## config.mk

```make
export PLATFORM = sky130hd
export DESIGN_NAME = hwm_regfile
export DESIGN_NICKNAME = d
export VERILOG_FILES = /design/src/rtl/hwm_regfile_pkg.sv /design/src/rtl/hwm_wr_decode.sv /design/src/rtl/hwm_rd_format.sv /design/src/rtl/hwm_regfile.sv
export SDC_FILE = /design/constraint.sdc
export NUM_CORES = 1
export LEC_CHECK = 0
export BUFFER_PORTS_ARGS = -buffer_cell sky130_fd_sc_hd__buf_4
export CAP_MARGIN = 25
export CELL_PAD_IN_SITES_DETAIL_PLACEMENT = 1
export CELL_PAD_IN_SITES_GLOBAL_PLACEMENT = 2
export CORE_MARGIN = 1.5
export CORE_UTILIZATION = 40
export DETAILED_ROUTE_END_ITERATION = 8
export PLACE_DENSITY = 0.85
export SLEW_MARGIN = 15
export SYNTH_ARGS = -nofsm -noshare
export SYNTH_HDL_FRONTEND = slang
export SYNTH_SLANG_ARGS = --single-unit
```

## constraint.sdc

```tcl
create_clock -name clk -period 1.8 [get_ports clk]
set_input_delay 0.27 -clock clk [delete_from_list [all_inputs] [get_ports clk]]
set_output_delay 0.27 -clock clk [all_outputs]
set_load 0.05 [all_outputs]
```

## src/rtl/hwm_regfile_pkg.sv

```systemverilog
package hwm_regfile_pkg;

    localparam int unsigned CODE_W = 8;
    localparam int unsigned WORD_W = 2 * CODE_W;
    localparam int unsigned IX_W   = 5;
    localparam int unsigned NREG   = 1 << IX_W;

    typedef logic [IX_W-1:0]   ix_t;
    typedef logic [CODE_W-1:0] code_t;
    typedef logic [WORD_W-1:0] word_t;

    // indices whose behaviour is fixed by the register map
    localparam ix_t IX_CTRL      = 5'h03;
    localparam ix_t IX_TEMP      = 5'h04;
    localparam ix_t IX_FANS      = 5'h07;
    localparam ix_t IX_REDIR     = 5'h0A;
    localparam ix_t IX_WIDE_LAST = 5'h0C;
    localparam ix_t IX_VOLT_C    = 5'h0D;
    localparam ix_t IX_FANDIV    = 5'h0F;
    localparam ix_t IX_AUX       = 5'h11;
    localparam ix_t IX_VOLT_B    = 5'h13;
    localparam ix_t IX_VOLT_A    = 5'h14;
    localparam ix_t IX_VDD       = 5'h15;

    localparam code_t MASK_CTRL   = 8'hFC;
    localparam code_t MASK_FANDIV = 8'hF8;
    localparam code_t MASK_AUX    = 8'h7F;
    localparam int unsigned INIT_BIT = 7;

    function automatic logic is_wide(ix_t ix);
        return (ix >= IX_FANS) && (ix <= IX_WIDE_LAST);
    endfunction

    function automatic word_t default_of(ix_t ix);
        word_t v;
        case (ix)
            5'h00, 5'h01:                 v = 16'h0080;
            5'h05:                        v = 16'h00C7;
            5'h06:                        v = 16'h00C2;
            5'h08:                        v = 16'h6464;
            5'h09, 5'h0A, 5'h0B, 5'h0C:   v = 16'hDAC5;
            IX_FANDIV:                    v = 16'h00F8;
            default:                      v = '0;
        endcase
        return v;
    endfunction

endpackage

```

## src/rtl/hwm_wr_decode.sv

```systemverilog
module hwm_wr_decode
    import hwm_regfile_pkg::*;
(
    input  logic  wr_en,
    input  ix_t   wr_ix,
    input  word_t wr_word,
    output logic  st_en,
    output ix_t   st_ix,
    output word_t st_word,
    output logic  init_req
);

    code_t lo_b;
    assign lo_b = wr_word[CODE_W-1:0];

    always_comb begin
        st_en    = wr_en;
        st_ix    = wr_ix;
        init_req = 1'b0;
        st_word  = {{CODE_W{1'b0}}, lo_b};
        if (wr_ix == IX_CTRL) begin
            st_word  = {{CODE_W{1'b0}}, lo_b & MASK_CTRL};
            init_req = wr_en & wr_word[INIT_BIT];
        end else if (wr_ix == IX_FANDIV) begin
            st_word = {{CODE_W{1'b0}}, lo_b & MASK_FANDIV};
        end else if (wr_ix == IX_AUX) begin
            st_word = {{CODE_W{1'b0}}, lo_b & MASK_AUX};
        end else if (wr_ix == IX_REDIR) begin
            st_ix = IX_VOLT_B;
        end else if (is_wide(wr_ix)) begin
            st_word = wr_word;
        end
    end

endmodule

```

## src/rtl/hwm_rd_format.sv

```systemverilog
module hwm_rd_format
    import hwm_regfile_pkg::*;
(
    input  ix_t   rd_ix,
    input  word_t stored,
    input  code_t temp_code,
    input  code_t fan1_code,
    input  code_t fan2_code,
    input  code_t volt_a_code,
    input  code_t volt_b_code,
    input  code_t volt_c_code,
    input  code_t vdd_code,
    output word_t rd_word
);

    word_t raw;

    always_comb begin
        case (rd_ix)
            IX_TEMP:   raw = {{CODE_W{1'b0}}, temp_code};
            IX_FANS:   raw = {fan1_code, fan2_code};
            IX_VOLT_C: raw = {{CODE_W{1'b0}}, volt_c_code};
            IX_VOLT_B: raw = {{CODE_W{1'b0}}, volt_b_code};
            IX_VOLT_A: raw = {{CODE_W{1'b0}}, volt_a_code};
            IX_VDD:    raw = {{CODE_W{1'b0}}, vdd_code};
            default:   raw = stored;
        endcase
        if (is_wide(rd_ix))
            rd_word = raw;
        else
            rd_word = {raw[CODE_W-1:0], raw[CODE_W-1:0]};
    end

endmodule

```

## src/rtl/hwm_regfile.sv

```systemverilog
module hwm_regfile
    import hwm_regfile_pkg::*;
#(
    parameter int unsigned REQ_IDX_W = 8
) (
    input  logic                  clk,
    input  logic                  rst_n,
    input  logic                  req_valid,
    input  logic                  req_write,
    input  logic [REQ_IDX_W-1:0]  req_idx,
    input  logic [WORD_W-1:0]     req_wdata,
    input  logic [CODE_W-1:0]     temp_code,
    input  logic [CODE_W-1:0]     fan1_code,
    input  logic [CODE_W-1:0]     fan2_code,
    input  logic [CODE_W-1:0]     volt_a_code,
    input  logic [CODE_W-1:0]     volt_b_code,
    input  logic [CODE_W-1:0]     volt_c_code,
    input  logic [CODE_W-1:0]     vdd_code,
    output logic                  rsp_valid,
    output logic [WORD_W-1:0]     rsp_data,
    output logic [1:0]            fan1_div,
    output logic [1:0]            fan2_div
);

    localparam int unsigned HI_W = REQ_IDX_W - IX_W;

    typedef struct packed {
        logic [NREG-1:0][WORD_W-1:0] regs;
        logic                        rsp_valid;
        word_t                       rsp_data;
    } state_t;

    state_t s_d, s_q;

    ix_t   ix;
    logic  unused_idx_hi;
    logic  st_en, init_req;
    ix_t   st_ix;
    word_t st_word, rd_word;
    logic [NREG-1:0][WORD_W-1:0] dflt;

    assign ix            = req_idx[IX_W-1:0];
    assign unused_idx_hi = ^req_idx[REQ_IDX_W-1 -: HI_W];

    for (genvar g = 0; g < NREG; g++) begin : g_dflt
        assign dflt[g] = default_of(ix_t'(g));
    end

    hwm_wr_decode u_wr (
        .wr_en    (req_valid & req_write),
        .wr_ix    (ix),
        .wr_word  (req_wdata),
        .st_en    (st_en),
        .st_ix    (st_ix),
        .st_word  (st_word),
        .init_req (init_req)
    );

    hwm_rd_format u_rd (
        .rd_ix       (ix),
        .stored      (s_q.regs[ix]),
        .temp_code   (temp_code),
        .fan1_code   (fan1_code),
        .fan2_code   (fan2_code),
        .volt_a_code (volt_a_code),
        .volt_b_code (volt_b_code),
        .volt_c_code (volt_c_code),
        .vdd_code    (vdd_code),
        .rd_word     (rd_word)
    );

    always_comb begin
        s_d           = s_q;
        s_d.rsp_valid = 1'b0;
        if (req_valid && !req_write) begin
            s_d.rsp_valid = 1'b1;
            s_d.rsp_data  = rd_word;
        end
        if (init_req)
            s_d.regs = dflt;
        else if (st_en)
            s_d.regs[st_ix] = st_word;
    end

    always_ff @(posedge clk or negedge rst_n) begin
        if (!rst_n) begin
            s_q.regs      <= dflt;
            s_q.rsp_valid <= 1'b0;
            s_q.rsp_data  <= '0;
        end else begin
            s_q <= s_d;
        end
    end

    assign rsp_valid = s_q.rsp_valid;
    assign rsp_data  = s_q.rsp_data;
    assign fan1_div  = s_q.regs[IX_FANDIV][7:6];
    assign fan2_div  = s_q.regs[IX_FANDIV][5:4];

endmodule

```

==> flow_summary.ini <==
[pwr]
internal-power_mw = 17.7
p_leak_nw = 10.6
power_mw = 24.3
switchingPower_mw = 6.61
power_density_mw_per_mm2 = 1040
p_sw_share_pct = 27.1
power_frac_seq_pct = 44.3
p_comb_share_pct = 14.9
ir_worst_vdd_v = 0.00101
clkPwrFrac_pct = 40.8

[cts]
cts_buffer_depth = 3
cts_tree = yes
cts_root_buf = clkbuf_16
htreeDepth = 2
cts_sinks = 401
clkTransAtPathRegs_ps = 60
cts_buffers = 44
clock_latency_ps = 600

[sta]
finalCritPeriodShare_pct = 110
max_freq_ghz = 0.507
clock_skew_ps = 24.7
tightest_slew_ps = 931
grt_setup_unrepaired = true
setup_tns_ps = -934
finalCriticalPeriod_ps = 1970
finalSetupViolCount = 14
hold_viol_final = 0
setup_slack_ps = -173
maxSlewViolCount = 0
slew_headroom_pct = 37.7

[routing]
vias = 14913
drt-total-wl_um = 66300
final_antenna_net_count = 0
wl_per_cell_um = 25.9
avgViaCountPerCell = 5.83
drc = 0
drt_pass1_iterations = 5
drtIter0Drc = 1133

[place]
hpwlAfterDp_um = 47000
dp_slack_ps = -559
gp_congestion = 0.909
portBuffers = 101

[finish]
n_fill_cell = 4853
final_layout_size_suffix_gt1_share_pct = 32.2
mostFrequentLayoutCell = dfrtp_1
syn_to_final_growth_pct = 26.9
fin_nets = 2005
layout_common_cells = dfrtp_1, nand2_1, buf_4, o21ai_0, and2_1

[synth]
postSynthNetCount = 1743
synthCells = 1659
synth_edf_count = 0
synthFlopType = dfrtp_1
yosysSeqAreaShare_pct = 54.6
synth_seq_cells = 401
yosys_warnings = 0
syn_avg_cell_area_um2 = 11.2
yosysUniqueCellTypes = 58
synth-async-reset-ratio_pct = 100
synth.cell_area_mm2 = 0.0185

[critical_path]
rrSetupSlack_ps = -170
cp_data_required_time_ps = 2240
crit_path_start_kind = register
critPathMaxFanout = 2
worstReg2RegEnd = rsp_data[8]
reg2regPathDepth = 6
crit_arrival_ps = 2410
critPathCaptureType = register
worstReg2RegStart = s_q[369]
worstSetupPathType = reg2reg

[floorplanning]
start_util_pct = 40.7
die_height_um = 218
dieWidth_um = 218
rows = 78
coreArea_mm2 = 0.0455
die_area_mm2 = 0.0476
io_pins = 105

[job]
maxCapViolations = 0

[outcome]
outcome = complete, but fails checks
violations = setup timing

[global_route]
grt_max_degree = 57
track_usage_pct = 28.5
grt_pass1_vias = 16286
antenna_found_initial = 1
grt_pass1_wl_um = 101000
grt_remaining_overflow = 0

[hold_path]
min_path_cells = 2
hp-start = req_wdata[3]
hold_path.class = in2reg
holdPathEnd = s_q[212]
==> kinds of logic (layout without fill, tap and decap cells) <==
kind of cell              Yosys count  in the layout  share of synthesized area [%]
xor gates and xnor gates            1              1                         0.0473
buffers and inverters             147            443                           4.77
other                               0              1                              0
and+or+nand+nor                   572            572                           14.5
DFF                               401            401                           54.6
AOI/OAI and AO/OA                 426            426                           14.5
muxes                             112            112                           11.6
==> layer usage <==
metal / up-vias / routed length, µm / global-route usage, %
met5: - / 0 / 0
met4: 0 / 3040 / 13.2
met3: 157 / 3380 / 4.45
met2: 480 / 32400 / 47.6
met1: 7880 / 27400 / 36.4
li1: 6396 / - / -
==> worst max path at each step <==
stage                from      endpoint  slack (ps)  depth (start not counted)
3_5_place_dp   req_idx[0]   rsp_data[9]        -560                          8
3_3_place_gp   req_idx[0]   rsp_data[8]        -510                          8
2_1_floorplan  req_idx[1]  rsp_data[10]          -1                          9
5_1_grt           s_q[89]   rsp_data[8]        -210                          7
4_1_cts          s_q[328]  rsp_data[15]        -130                          6
6_report         s_q[369]   rsp_data[8]        -170                          6
==> cell type report <==
cell class	instances	area [µm²]	area share (%)
antenna	1	2.50	0.0107
clock buffer	55	1220	5.22
multi-input combinational	1111	7730	32.9
sequential	401	10100	43.0
clock inverter	25	357	1.52
inverter	5	18.8	0.0799
timing repair buffer	358	3290	14.0
tap	600	751	3.20
==> registers in the layout, summed over array words and instances (netlist names) <==
name / cells
fan2_div: 2
rsp_valid: 1
rsp_data: 16
fan1_div: 2
s_q: 380
==> timing repair <==
item | CTS | global route
setup buffers | 2 | 6
endpoints found under the setup margin | 15 | 47
hold buffers | 10 | 0
endpoints found under the hold margin | 66 | 0
pin swaps | 16 | 5
resized for setup | 16 | 6
==> Yosys cell counts, types with 11 or more instances <==
cell / count / area (µm²)
a222oi_1: 14 / 140
o221ai_1: 11 / 96.3
mux4_2: 79 / 1780
buf_6: 16 / 180
buf_4: 29 / 218
a21oi_1: 27 / 135
a22oi_1: 11 / 82.6
buf_2: 33 / 165
nand2_1: 316 / 1190
nand3_1: 24 / 120
nand2b_1: 13 / 81.3
a22o_1: 27 / 236
a211oi_1: 12 / 90.1
dfstp_2: 57 / 1500
clkbuf_1: 60 / 225
o21ai_1: 19 / 95.1
a21o_1: 21 / 158
mux2i_1: 22 / 220
and2_1: 104 / 651
o21ai_0: 224 / 1120
nor2b_1: 14 / 87.6
nor2_1: 58 / 218
dfrtp_1: 344 / 8610
==> power by group through the flow <==
| stage | sequential (mW) | combinational [mW] | clock [mW] |
|---|---|---|---|
| after floorplan | 10.6 | 2.18 | 0 |
| after global placement | 10.9 | 3.35 | 0 |
| after global routing | 10.9 | 3.91 | 10.4 |
| final | 10.8 | 3.62 | 9.93 |
| after detailed placement | 10.9 | 3.49 | 0 |
| after CTS | 10.8 | 3.60 | 10.1 |
==> through the flow <==
step / area (µm²) / hold WS [ps] / cells / util [%]
6_report: 23500 / 36.2 / 2556 / 51.6
5_1_grt: 23500 / 27.5 / 2555 / 51.6
4_1_cts: 23400 / 11.7 / 2549 / 51.5
3_5_place_dp: 21600 / 252 / 2459 / 47.5
3_3_place_gp: 21600 / 253 / 2459 / 47.5
2_1_floorplan: 18600 / -25.6 / 1659 / -
==> critical path, stage by stage (launching register included) <==
cell      delay [ps]
dfrtp_1          400
mux4_2           480
a22o_4           310
a211oi_4         300
a211oi_2         100
o21ai_1          150
a31oi_1           90
Note: power is estimated with default switching activity, not from simulation.
